[config.mk]
export PLATFORM = sky130hd
export DESIGN_NAME = bcd_calendar
export DESIGN_NICKNAME = d
export VERILOG_FILES = /design/src/rtl/cal_pkg.sv /design/src/rtl/cal_counter.sv /design/src/rtl/cal_format.sv /design/src/rtl/cal_alarm.sv /design/src/rtl/bcd_calendar.sv
export SDC_FILE = /design/constraint.sdc
export NUM_CORES = 1
export LEC_CHECK = 0
export ABC_AREA = 1
export BUFFER_PORTS_ARGS = -buffer_cell sky130_fd_sc_hd__buf_2
export CAP_MARGIN = 10
export CORE_MARGIN = 5
export CORE_UTILIZATION = 25
export CTS_CLUSTER_SIZE = 24
export DETAILED_ROUTE_END_ITERATION = 12
export PLACE_DENSITY = 0.43
export SLEW_MARGIN = 20
export SYNTH_ARGS = -nofsm -noshare
export SYNTH_HDL_FRONTEND = slang
export SYNTH_SLANG_ARGS = --single-unit
[constraint.sdc]
create_clock -name clk -period 10.2 [get_ports clk]
set_input_delay 1.02 -clock clk [delete_from_list [all_inputs] [get_ports clk]]
set_output_delay 1.02 -clock clk [all_outputs]
set_load 0.02 [all_outputs]
[src/rtl/cal_pkg.sv]
package cal_pkg;

    localparam int NUM_FIELDS = 7;
    localparam int F_SEC  = 0;
    localparam int F_MIN  = 1;
    localparam int F_HOUR = 2;
    localparam int F_DOW  = 3;
    localparam int F_DATE = 4;
    localparam int F_MON  = 5;
    localparam int F_YEAR = 6;

    typedef logic [NUM_FIELDS-1:0][6:0] cal_time_t;
    typedef logic [NUM_FIELDS-1:0][7:0] cal_img_t;

    typedef enum logic [1:0] {
        ST_IDLE    = 2'd0,
        ST_WINDOW  = 2'd1,
        ST_REFRESH = 2'd2
    } cal_state_e;

    function automatic logic [7:0] enc_val(input logic [6:0] v, input logic bin);
        logic [3:0] tens;
        logic [3:0] ones;
        tens = 4'(v / 7'd10);
        ones = 4'(v % 7'd10);
        return bin ? {1'b0, v} : {tens, ones};
    endfunction

    function automatic logic [6:0] dec_val(input logic [7:0] b, input logic bin);
        return bin ? b[6:0] : 7'(({4'd0, b[7:4]} * 8'd10) + {4'd0, b[3:0]});
    endfunction

    function automatic logic [7:0] enc_hour(input logic [6:0] h, input logic bin,
                                            input logic h24);
        logic       pm;
        logic [6:0] h12;
        logic [7:0] e;
        pm  = (h >= 7'd12);
        h12 = pm ? h - 7'd12 : h;
        e   = enc_val(h12, bin);
        return h24 ? enc_val(h, bin) : {pm, e[6:0]};
    endfunction

    function automatic logic [6:0] dec_hour(input logic [7:0] b, input logic bin,
                                            input logic h24);
        logic [6:0] h;
        h = dec_val({1'b0, b[6:0]}, bin);
        if (!h24 && b[7]) begin
            h = h + 7'd12;
        end
        return h;
    endfunction

    function automatic cal_time_t decode_img(input cal_img_t img, input logic bin,
                                             input logic h24);
        cal_time_t t;
        for (int i = 0; i < NUM_FIELDS; i++) begin
            t[i] = (i == F_HOUR) ? dec_hour(img[i], bin, h24) : dec_val(img[i], bin);
        end
        return t;
    endfunction

endpackage

[src/rtl/cal_counter.sv]
module cal_counter
    import cal_pkg::*;
#(
    parameter int CENTURY_BASE = 2000
) (
    input  logic      clk,
    input  logic      rst_n,
    input  logic      adv,
    input  logic      load,
    input  cal_time_t load_val,
    output cal_time_t now
);

    localparam cal_time_t RESET_TIME = {7'd0, 7'd1, 7'd1, 7'd1, 7'd0, 7'd0, 7'd0};

    int         full_year;
    logic       leap;
    logic [6:0] last_day;
    cal_time_t  stepped;

    always_comb begin
        full_year = CENTURY_BASE + int'(now[F_YEAR]);
        leap      = ((full_year % 4) == 0) &&
                    (((full_year % 100) != 0) || ((full_year % 400) == 0));
        case (now[F_MON])
            7'd2:                      last_day = leap ? 7'd29 : 7'd28;
            7'd4, 7'd6, 7'd9, 7'd11:   last_day = 7'd30;
            default:                   last_day = 7'd31;
        endcase
    end

    always_comb begin
        stepped = now;
        if (now[F_SEC] < 7'd59) begin
            stepped[F_SEC] = now[F_SEC] + 7'd1;
        end else begin
            stepped[F_SEC] = 7'd0;
            if (now[F_MIN] < 7'd59) begin
                stepped[F_MIN] = now[F_MIN] + 7'd1;
            end else begin
                stepped[F_MIN] = 7'd0;
                if (now[F_HOUR] < 7'd23) begin
                    stepped[F_HOUR] = now[F_HOUR] + 7'd1;
                end else begin
                    stepped[F_HOUR] = 7'd0;
                    stepped[F_DOW]  = (now[F_DOW] >= 7'd7) ? 7'd1 : now[F_DOW] + 7'd1;
                    if (now[F_DATE] < last_day) begin
                        stepped[F_DATE] = now[F_DATE] + 7'd1;
                    end else begin
                        stepped[F_DATE] = 7'd1;
                        if (now[F_MON] < 7'd12) begin
                            stepped[F_MON] = now[F_MON] + 7'd1;
                        end else begin
                            stepped[F_MON]  = 7'd1;
                            stepped[F_YEAR] = (now[F_YEAR] >= 7'd99) ? 7'd0
                                                                      : now[F_YEAR] + 7'd1;
                        end
                    end
                end
            end
        end
    end

    always_ff @(posedge clk) begin
        if (!rst_n) begin
            now <= RESET_TIME;
        end else if (load) begin
            now <= load_val;
        end else if (adv) begin
            now <= stepped;
        end
    end

endmodule

[src/rtl/cal_format.sv]
module cal_format
    import cal_pkg::*;
(
    input  cal_time_t now,
    input  logic      bin,
    input  logic      h24,
    output cal_img_t  img
);

    for (genvar i = 0; i < NUM_FIELDS; i++) begin : g_field
        if (i == F_HOUR) begin : g_hour
            assign img[i] = enc_hour(now[i], bin, h24);
        end else begin : g_plain
            assign img[i] = enc_val(now[i], bin);
        end
    end

endmodule

[src/rtl/cal_alarm.sv]
module cal_alarm
    import cal_pkg::*;
(
    input  cal_time_t       now,
    input  logic [2:0][7:0] alm,
    input  logic            bin,
    input  logic            h24,
    output logic            hit
);

    logic [2:0] field_ok;

    for (genvar i = 0; i < 3; i++) begin : g_cmp
        logic [6:0] want;
        if (i == F_HOUR) begin : g_hour
            assign want = dec_hour(alm[i], bin, h24);
        end else begin : g_plain
            assign want = dec_val(alm[i], bin);
        end
        assign field_ok[i] = (alm[i][7:6] == 2'b11) || (want == now[i]);
    end

    assign hit = &field_ok;

endmodule

[src/rtl/bcd_calendar.sv]
module bcd_calendar
    import cal_pkg::*;
#(
    parameter int UIP_CYCLES   = 8,
    parameter int CENTURY_BASE = 2000
) (
    input  logic       clk,
    input  logic       rst_n,
    input  logic       sec_tick,
    input  logic [2:0] div_sel,
    input  logic       set_mode,
    input  logic       bin_mode,
    input  logic       hr24_mode,
    input  logic       alarm_ie,
    input  logic       update_ie,
    input  logic [7:0] alm_sec,
    input  logic [7:0] alm_min,
    input  logic [7:0] alm_hour,
    input  logic       wr_en,
    input  logic [2:0] wr_sel,
    input  logic [7:0] wr_data,
    input  logic       flag_clr,
    output logic [7:0] img_sec,
    output logic [7:0] img_min,
    output logic [7:0] img_hour,
    output logic [7:0] img_dow,
    output logic [7:0] img_date,
    output logic [7:0] img_month,
    output logic [7:0] img_year,
    output logic       uip,
    output logic       alarm_flag,
    output logic       update_flag,
    output logic       irq_flag
);

    localparam int         CW        = $clog2(UIP_CYCLES + 1);
    localparam logic [CW-1:0] WIN_LAST = CW'(UIP_CYCLES - 1);
    localparam logic [2:0] DIV_RUN   = 3'b010;
    localparam cal_img_t   RESET_IMG = {8'h00, 8'h01, 8'h01, 8'h01, 8'h00, 8'h00, 8'h00};

    cal_state_e    state, state_nx;
    logic [CW-1:0] win_cnt;
    cal_time_t     core_now, core_ld_val;
    cal_img_t      image, fmt, base_img, img_next;
    logic          go, refresh, set_q, bin_q, h24_q;
    logic          release_set, core_ld, mode_chg, alm_hit, keep_img;

    assign go          = (state == ST_IDLE) && sec_tick && (div_sel == DIV_RUN);
    assign refresh     = (state == ST_REFRESH);
    assign release_set = set_q && !set_mode;
    assign core_ld     = (wr_en && !set_mode) || release_set;
    assign mode_chg    = ((bin_mode != bin_q) || (hr24_mode != h24_q)) && !set_mode;
    assign keep_img    = wr_en || (refresh && !set_mode);

    always_comb begin
        base_img = (refresh && !set_mode) ? fmt : image;
        img_next = base_img;
        if (wr_en && (wr_sel < 3'(NUM_FIELDS))) begin
            img_next[wr_sel] = wr_data;
        end
        core_ld_val = decode_img(img_next, bin_mode, hr24_mode);
    end

    cal_counter #(.CENTURY_BASE(CENTURY_BASE)) u_counter (
        .clk      (clk),
        .rst_n    (rst_n),
        .adv      (go),
        .load     (core_ld),
        .load_val (core_ld_val),
        .now      (core_now)
    );

    cal_format u_format (
        .now (core_now),
        .bin (bin_mode),
        .h24 (hr24_mode),
        .img (fmt)
    );

    cal_alarm u_alarm (
        .now (core_now),
        .alm ({alm_hour, alm_min, alm_sec}),
        .bin (bin_mode),
        .h24 (hr24_mode),
        .hit (alm_hit)
    );

    always_comb begin
        state_nx = state;
        unique case (state)
            ST_IDLE:    if (go) state_nx = ST_WINDOW;
            ST_WINDOW:  if (win_cnt == WIN_LAST) state_nx = ST_REFRESH;
            ST_REFRESH: state_nx = ST_IDLE;
            default:    state_nx = ST_IDLE;
        endcase
    end

    always_ff @(posedge clk) begin
        if (!rst_n) begin
            state   <= ST_IDLE;
            win_cnt <= '0;
        end else begin
            state   <= state_nx;
            win_cnt <= (state == ST_WINDOW && state_nx == ST_WINDOW) ? win_cnt + 1'b1 : '0;
        end
    end

    always_ff @(posedge clk) begin
        if (!rst_n) begin
            image       <= RESET_IMG;
            uip         <= 1'b0;
            alarm_flag  <= 1'b0;
            update_flag <= 1'b0;
            irq_flag    <= 1'b0;
            set_q       <= 1'b0;
            bin_q       <= 1'b0;
            h24_q       <= 1'b0;
        end else begin
            set_q <= set_mode;
            bin_q <= bin_mode;
            h24_q <= hr24_mode;

            if (keep_img) begin
                image <= img_next;
            end else if (mode_chg) begin
                image <= fmt;
            end

            if (refresh || set_mode) begin
                uip <= 1'b0;
            end else if (go) begin
                uip <= 1'b1;
            end

            if (flag_clr) begin
                alarm_flag  <= 1'b0;
                update_flag <= 1'b0;
                irq_flag    <= 1'b0;
            end
            if (refresh) begin
                update_flag <= 1'b1;
                if (update_ie) begin
                    irq_flag <= 1'b1;
                end
                if (alarm_ie && alm_hit) begin
                    alarm_flag <= 1'b1;
                    irq_flag   <= 1'b1;
                end
            end
        end
    end

    assign img_sec   = image[F_SEC];
    assign img_min   = image[F_MIN];
    assign img_hour  = image[F_HOUR];
    assign img_dow   = image[F_DOW];
    assign img_date  = image[F_DATE];
    assign img_month = image[F_MON];
    assign img_year  = image[F_YEAR];

endmodule


==> After elaboration in Yosys (flattened, before gate mapping) <==
Cells that the tools add are included.
{ "op_classes": {"n_addsub": 22, "mul": 10, "div": 18, "n_lt_le_gt_ge": 11, "eq_ne": 23, "n_mux": 57, "n_bitwise": 2, "reduce_logical": 40} }
{ "op_table": {"columns": ["op", "count"], "rows": [
  ["56-bit two-way mux", 4],
  ["7-bit two-way mux", 22],
  ["49-bit two-way mux", 2],
  ["8-bit two-way mux", 9],
  ["7-bit by 4-bit adder with 7-bit output", 10],
  ["32-bit zero test", 2],
  ["56-bit bitwise mux", 1],
  ["7-bit by 4-bit divider with 7-bit output (second input constant)", 8],
  ["7-bit by 4-bit modulo with 7-bit output (second input constant)", 8],
  ["7-bit by 1-bit adder with 7-bit output (second input constant)", 7],
  ["4-bit by 3-bit multiplier with 6-bit output (second input constant)", 8],
  ["42-bit two-way mux", 1],
  ["35-bit two-way mux", 1],
  ["32-bit by 10-bit modulo with 32-bit output (second input constant)", 1],
  ["32-bit by 8-bit modulo with 32-bit output (second input constant)", 1],
  ["32-bit nonzero test", 1],
  ["28-bit two-way mux", 1],
  ["8-bit demux with 3-bit select", 1],
  ["7-bit == test", 3],
  ["7-bit by 4-bit adder with 7-bit output (second input constant)", 2],
  ["7-bit by 3-bit == test with 1-bit output (second input constant)", 2],
  ["7-bit by 4-bit == test with 1-bit output (second input constant)", 2],
  ["7-bit by 6-bit < comparator with 1-bit output (second input constant)", 2],
  ["14-bit two-way mux", 1],
  ["38 further kinds", 83]
]} }
{ "totals": {"register_bits": 118, "out_inout_bits": 60, "wordCells": 206} }

==> Logic depth before layout (Yosys ltp) <==
Gate-level depths: netlist of the first run.
{ "depth": {"word_depth": 14, "mapped_depth": 43, "mapped_depth_nobuf": 42} }

==> Modules after synthesis <==
From an unflattened synthesis of the first run, not the netlist that was laid out.
{ "unflattened": {"cells_unflattened": 2503, "area_unflattened_um2": 14930.6} }
{ "modules_own_cells": {"columns": ["module", "instances", "cells_each", "area_per_inst_um2", "seq_area_each_um2"], "rows": [
  ["bcd_calendar", 1, 979, 6313.6, 1381.3],
  ["cal_counter", 1, 645, 4180.3, 980.9],
  ["cal_format", 1, 573, 2824.0, 0.0],
  ["cal_alarm", 1, 306, 1612.8, 0.0]
]} }

==> Least setup slack after synthesis of the first run <==
Ideal clock, no wire load.
{ "synth_timing": {"path_type": "register to register", "from": "register u_counter.now[16] in the netlist's numbering", "to": "register u_counter.now[20] in the netlist's numbering", "t_arrival_ns": 4.782, "path_slack_ns": 5.284, "stages_incl_launch_ff": 35, "path_buffers": 1, "period_less_slack_ns": 4.916, "cell_sequence": "dfxtp_1 > buf_2 > clkinv_1 > ha_1 > o21ai_2 > inv_1 > o21ai_1 > nand2_2 > xor2_2 > nand2_1 > nand2_1 > nand2_1 > nand2_1 > nand2_1 > inv_1 > ha_1 > nand3b_1 > nand3_1 > nand2_1 > nand3_2 > nand3_1 > a21boi_0 > ha_1 > ha_1 > a21oi_1 > inv_1 > a31oi_1 > or2_2 > nor2_1 > xor2_1 > nand2_1 > nand2_1 > nand4_1 > nand3_1 > a21oi_1"} }
{ "synth_between": {"elab_chain_len": 14, "word_cells_on_any_way": 26, "classes_between": "add/sub: 4; mul: 1; div: 4; order compare: 2; mux: 14; reduce/logical: 1"} }
{ "synth_lines": {"columns": ["item", "line", "rtl"], "rows": [
  ["from (decl)", "cal_counter.sv:11", "output cal_time_t now"],
  ["from (signal assigned)", "cal_counter.sv:68", "now <= load_val;"],
  ["from (signal assigned)", "cal_counter.sv:70", "now <= stepped;"],
  ["7-bit by 4-bit subtractor with 7-bit output or 7-bit by 4-bit >= comparator with 1-bit output (tied branches)", "cal_pkg.sv:39, cal_pkg.sv:38", null],
  ["7-bit two-way mux", "cal_pkg.sv:39", "h12 = pm ? h - 7'd12 : h;"],
  ["7-bit by 4-bit divider with 7-bit output", "cal_pkg.sv:24", "tens = 4'(v / 7'd10);"],
  ["7-bit two-way mux", "cal_pkg.sv:26", "return bin ? {1'b0, v} : {tens, ones};"],
  ["8-bit two-way mux", "cal_pkg.sv:41", "return h24 ? enc_val(h, bin) : {pm, e[6:0]};"],
  ["56-bit two-way mux", "bcd_calendar.sv:56", "base_img = (refresh && !set_mode) ? fmt : image;"],
  ["56-bit bitwise mux", "bcd_calendar.sv:59", "img_next[wr_sel] = wr_data;"],
  ["56-bit two-way mux", "bcd_calendar.sv:58", "if (wr_en && (wr_sel < 3'(NUM_FIELDS))) begin"],
  ["3-bit by 3-bit multiplier with 6-bit output", "cal_pkg.sv:30", "return bin ? b[6:0] : 7'(({4'd0, b[7:4]} * 8'd10) + {4'd0, b[3:0]});"],
  ["7-bit by 4-bit adder with 7-bit output", "cal_pkg.sv:30", null],
  ["7-bit two-way mux", "cal_pkg.sv:30", null],
  ["7-bit by 4-bit adder with 7-bit output", "cal_pkg.sv:49", "h = h + 7'd12;"],
  ["7-bit two-way mux", "cal_pkg.sv:48", "if (!h24 && b[7]) begin"],
  ["49-bit two-way mux (*)", "cal_counter.sv:67", "end else if (load) begin"]
]} }
Mark *: on every way between the ends. The rest lies on a longest branch, timed or not. The select of a mux whose other input is x is not followed.
A chain may end at the register's enable or synchronous reset.

==> Final worst setup path of the first run <==
Same ends and word-level chain as after synthesis.

==> results_dict.tcl, run 1 <==
set metrics [dict create \
    status "finished, final reports clean" \
    drc 0 \
    hold_start "win_cnt[0]" \
    cts_buffer_depth 2 \
    ys.flop_type "dfxtp_1" \
    io_buffers 107 \
    final_util_pct 28.5 \
    critPathMostFrequentCell "nand2_1" \
    wire_per_inst_microns 16.8 \
    hold_ws_ns 0.446 \
    clkLatencyLatePin_ns 0.45 \
    rr_worst_depth 40 \
    arrival_ns 6.08 \
    rrSetupSlack_ns 4.42 \
    avgSynthCellArea_sq_um 6.12 \
    cp-end-kind "flip-flop" \
    first_pass_iters 7 \
    rows 84 \
    clkSlewWorstSetupHoldPaths_ns 0.06 \
    grt_max_degree 57 \
    vias 14200 \
    finalMaxSlewViolations 0 \
    r2r-start "u_counter.now[16]" \
    synth_edf_count 0 \
    fin_skew_ns 0.0137 \
    ir_worst_vdd_mv 0.0687 \
    max_stage_delay_ns 0.52 \
    routed_via_density 4.89 \
    overflow 0 \
    path_class "reg -> reg" \
    finalNetCount 2380 \
    tritoncts "done" \
    ant_nets 0 \
    whs_path_depth 1 \
    grt_use_total_pct 16.7 \
    dr.first_iter.drc_count 982 \
    hold_end "win_cnt[0]" \
    fillers 5859 \
    dp_hpwl_microns 35900 \
    hold_path_class "reg -> reg" \
    min_period_over_period_pct 56.6 \
    grt_pass1_vias 13900 \
    tns_ns 0 \
    chipHeight_microns 240 \
    synthArstFlopShare_pct 0 \
    slew_headroom_pct 28.6 \
    ios 108 \
    min_period_ns 5.78 \
    rsz0062_at_grt "no" \
    seqCellArea_sq_um 2360 \
    ys_seq_area_share_pct 17.9 \
    area_delta_synth_final_pct 13.1 \
    p_per_area_nw_per_um2 107 \
    synth.cell_area_sq_um 13200 \
    start_util_pct 25.2 \
    antenna_found_initial 2 \
    dpl.cell_count 2880 \
    setup_viol 0 \
    fmax_mhz 173 \
    core_area_sq_um 52400 \
    r2r_end "u_counter.now[20]" \
    syn_inst 2158 \
    synth_nets 2327 \
    htreeDepth 4 \
    synth.distinct_cells 60 \
    dieArea_sq_um 57600 \
    wirelength_microns 49000 \
    drive_gt1_share_pct 10.3 \
    leakagePower_nw 7.15 \
    ctsResizeCount 0 \
    hold_buffers 0 \
    multi_input_area_sq_um 9370 \
    cts.sinks 118 \
    cp_data_required_time_ns 10.50 \
    slowest_stage "dfxtp_1" \
    crit_fanout 8 \
    grt_pass1_wl_microns 76900 \
    design_area_sq_um 15000 \
    yosysWarnings 0 \
    numCtsBuffers 17 \
    dieWidth_microns 240 \
    critPathLaunchType "flip-flop" \
    cts_root_buf "clkbuf_16" \
    cap_violations 0 \
    ys_ff_latch 118 \
    placed_cell_area_sq_um 14400 \
    final_cell_count_no_fill 2913 \
    cts_setup_buffers 0 \
    worst_pin_slew_ns 1.07 \
    hold_viol_final 0 \
    gp_congestion 0.823 \
]
## through the flow
step,setup WS [ns],power (mW)
after floorplan,5.28,0.886
final,4.42,1.59
after CTS,4.44,1.61
after global placement,4.42,1.03
after detailed placement,4.49,1.04
after global routing,3.76,1.70
## critical path, delay by kind of cell, from the launching register on
kind	cells	cell delay, ns
fa+ha+maj	4	1.11
xor+xnor	2	0.40
flops	1	0.52
simple gates	19	1.96
buf+inv	8	0.76
compound gates	7	0.87
## worst max path at each step
stage	to	from	cells past startpoint
2_1_floorplan	u_counter.now[20]	u_counter.now[16]	34
3_3_place_gp	u_counter.now[48]	u_counter.now[47]	36
3_5_place_dp	u_counter.now[48]	u_counter.now[47]	36
4_1_cts	u_counter.now[48]	u_counter.now[47]	36
5_1_grt	u_counter.now[20]	u_counter.now[16]	39
6_report	u_counter.now[20]	u_counter.now[16]	40
## cell usage in the layout (no fill, tap or decap), types with 4 or more instances in the layout
cell        Yosys  layout
a21oi_2         4       4
or2_2          11      11
buf_4           0      19
and2_1          4       4
nand3_2         7       7
clkinv_4        0       5
ha_1          103     103
nor2_1        151     147
nor2_4          1       4
clkinvlp_4      0       5
nand4_1        16      16
o21bai_1        5       5
a21oi_1       173     173
o21a_1         13      13
nor3_1         17      17
a22oi_1        22      22
o21ai_0       193     192
nand3_1       127     127
o22ai_1        11      11
a221oi_1        9       9
clkbuf_16       0      17
nand2_1       532     531
inv_2           7       9
nand2_4         4       4
nand2_2        15      16
fa_1           18      18
nand3b_1        4       4
a31oi_1        39      39
xor2_1         87      87
o21ai_1        14      14
buf_2          10     106
dfxtp_1       118     118
clkinv_2        1       6
inv_1         295     292
o211ai_1       13      13
xnor2_1        13      13
## logic make-up after synthesis
logic type | count (synthesis) | share of synthesized area (%)
fa+ha+maj | 121 | 12.5
flops | 118 | 17.9
mux | 2 | 0.161
simple gates | 898 | 28.8
buf+inv | 397 | 11.6
compound gates | 521 | 22.4
xor+xnor | 101 | 6.75
## state kept, by name (all words and copies together) (netlist names), 4 cells and up
| register | cells |
|---|---|
| img_date | 8 |
| img_dow | 8 |
| img_sec | 8 |
| img_year | 8 |
| img_hour | 8 |
| u_counter.now | 49 |
| win_cnt | 4 |
| img_month | 8 |
| img_min | 8 |
## power breakdown
group / leakage (nW) / internal, mW / switching (mW)
Clock: 0.251 / 0.310 / 0.255
Sequential: 0.959 / 0.482 / 0.0253
Combinational: 5.94 / 0.171 / 0.351
## final cells by class
type	count	area share (%)
sequential	118	15.8
clock buffer	17	2.85
antenna	1	0.0167
multi-input combinational	1643	62.6
inverter	306	7.70
timing repair buffer	125	4.50
clock inverter	15	0.736
tap	688	5.76
## metal layers
layer  wire, microns  global-route usage, %  vias up
li1                -                      -     7197
met1           23600                   23.4     6660
met2           22300                   27.5      349
met3            2260                   1.97       43
met4             854                   4.44        0
met5               0                      0        -
## synth_stat cells (all sizes together) (2+ instances only)
cell type | instances | area share, %
a22oi | 22 | 1.2
nand2 | 551 | 16
clkinv | 4 | 0.12
xnor2 | 13 | 0.86
inv | 302 | 8.6
nor3 | 17 | 0.64
ha | 103 | 9.8
o31ai | 2 | 0.11
o21bai | 5 | 0.28
and2 | 4 | 0.19
buf | 25 | 0.98
xor2 | 88 | 5.9
o2111ai | 3 | 0.20
o221ai | 3 | 0.20
a21oi | 178 | 6.9
nor4 | 3 | 0.14
a221oi | 9 | 0.60
dfxtp | 118 | 18
clkbuf | 66 | 1.9
nand3b | 4 | 0.23
or2 | 12 | 0.57
o21a | 13 | 0.74
fa | 18 | 2.7
a211oi | 2 | 0.11
a21boi | 2 | 0.11
nand3 | 135 | 5.5
o211ai | 14 | 0.83
a31oi | 40 | 1.9
o21ai | 210 | 8.0
nand4 | 18 | 0.95
o22ai | 11 | 0.52
nor2 | 154 | 4.5
Power figures use the tool's default switching activity.
==> run 2, diff against run 1 <==
Clock period 10.2 ns to 5.68 ns, I/O delays scaled along.
==> run 2 against run 1 <==
Non-clock buffer count increased by 20. Worst hold slack got worse by 0.057 ns. Design area increased by 2.5%. Critical endpoint unchanged. Largest cell class unchanged.
==> results_dict.tcl, run 2 (synthesis results as in run 1) <==
set metrics [dict create \
    area_delta_synth_final_pct 16.0 \
    cts_buffer_depth 2 \
    ios 108 \
    grt_pass1_wl_microns 77300 \
    chipHeight_microns 240 \
    num_antenna_cells 0 \
    rrSetupSlack_ns 0.33 \
    hold_path_class "in -> reg" \
    dieWidth_microns 240 \
    fmax_mhz 187 \
    dp_hpwl_microns 36900 \
    cap_violations 0 \
    drive_gt1_share_pct 11.9 \
    cts.sinks 118 \
    arrival_ns 5.66 \
    grt_max_degree 103 \
    p_per_area_nw_per_um2 200 \
    path_class "reg -> reg" \
    largest_reg_flops 49 \
    crit_fanout 5 \
    slew_headroom_pct 34.9 \
    routed_via_density 4.90 \
    clkLatencyLatePin_ns 0.44 \
    hold_buffers 0 \
    largest-register "u_counter.now" \
    final_cell_count_no_fill 2932 \
    status "finished, final reports clean" \
    tritoncts "done" \
    io_buffers 107 \
    fillers 5872 \
    seqCellArea_sq_um 2370 \
    max_stage_delay_ns 0.34 \
    worst_pin_slew_ns 0.975 \
    dr.first_iter.drc_count 991 \
    clkSlewWorstSetupHoldPaths_ns 0.06 \
    layout_common_cells "531 x nand2_1, 291 x inv_1, 189 x o21ai_0" \
    htreeDepth 4 \
    critPathMostFrequentCell "nand2_1" \
    tns_ns 0 \
    slowest_stage "dfxtp_2" \
    numCtsBuffers 17 \
    whs_path_depth 3 \
    rr_worst_depth 37 \
    start_util_pct 25.2 \
    hold_viol_final 0 \
    core_area_sq_um 52400 \
    wirelength_microns 49800 \
    final_util_pct 29.2 \
    dieArea_sq_um 57600 \
    cp_data_required_time_ns 5.98 \
    gp_congestion 0.844 \
    drc 0 \
    ant_nets 0 \
    multi_input_area_sq_um 9450 \
    wire_per_inst_microns 17.0 \
    fin_skew_ns 0.0105 \
    ir_worst_vdd_mv 0.156 \
    layout_setup_ws_ns 0.326 \
    grt_pass1_vias 13700 \
    critPathLaunchType "flip-flop" \
    vias 14400 \
    design_area_sq_um 15300 \
    grt_use_total_pct 17.0 \
    pre_cts_slack_ns 0.143 \
    dpl.cell_count 2893 \
    leakagePower_nw 7.33 \
    placed_cell_area_sq_um 14500 \
    cts_root_buf "clkbuf_16" \
    setup_viol 0 \
    cp-end-kind "flip-flop" \
    rows 84 \
    finalMaxSlewViolations 0 \
    first_pass_iters 6 \
    overflow 0 \
    power.total_mw 3.07 \
    finalNetCount 2400 \
    hold_ws_ns 0.389 \
    antenna_found_initial 0 \
    layout_commonest_cell "nand2_1" \
    min_period_over_period_pct 94.3 \
    min_period_ns 5.35 \
]
## run 2: cell types whose count changed in the layout (fill, tap and decap cells not counted), sizes merged
cell,before,now
clkinv,14,8
diode,1,0
clkbuf,17,24
bufinv,0,3
clkinvlp,5,2
inv,302,301
buf,125,145
## run 2: per-layer routing
layer / global-route usage, % / vias to the layer above / wire, microns
met2: 27.4 / 336 / 22300
met3: 2.76 / 46 / 2340
met1: 23.6 / 6752 / 24200
met4: 4.63 / 0 / 922
met5: 0 / - / 0
li1: - / 7236 / -
## run 2: area by class of cell
cell class                      count  share of cell area, %
Timing Repair Buffer              145                   5.62
Multi-Input combinational cell   1643                   61.7
Inverter                          306                   7.55
Clock buffer                       24                   3.34
Tap cell                          688                   5.62
Sequential cell                   118                   15.4
Clock inverter                      8                  0.767
## run 2: power breakdown
group	total, mW	internal [mW]	switching, mW
clock network	1.18	0.757	0.428
registers	0.909	0.866	0.0436
logic	0.971	0.325	0.647
## run 2: what timing repair did
action	in CTS	in global routing
endpoints found under the hold margin	0	0
buffers inserted	0	7
resized for setup	0	27
setup endpoints to repair	0	9
## run 2: final timing paths
path | start | endpoint
hold / removal | set_mode | set_q
setup reg to reg | u_counter.now[16] | u_counter.now[20]
hold reg to reg | win_cnt[0] | win_cnt[0]
setup / recovery | u_counter.now[16] | u_counter.now[20]
## run 2: critical path, delay by kind of cell, from the launching register on
kind / cells / cell delay [ns]
buffers and inverters: 5 / 0.47
xor gates and xnor gates: 2 / 0.35
AOI/OAI and AO/OA: 6 / 0.69
adders and majority gates: 4 / 0.96
and+or+nand+nor: 20 / 2.42
DFF: 1 / 0.34
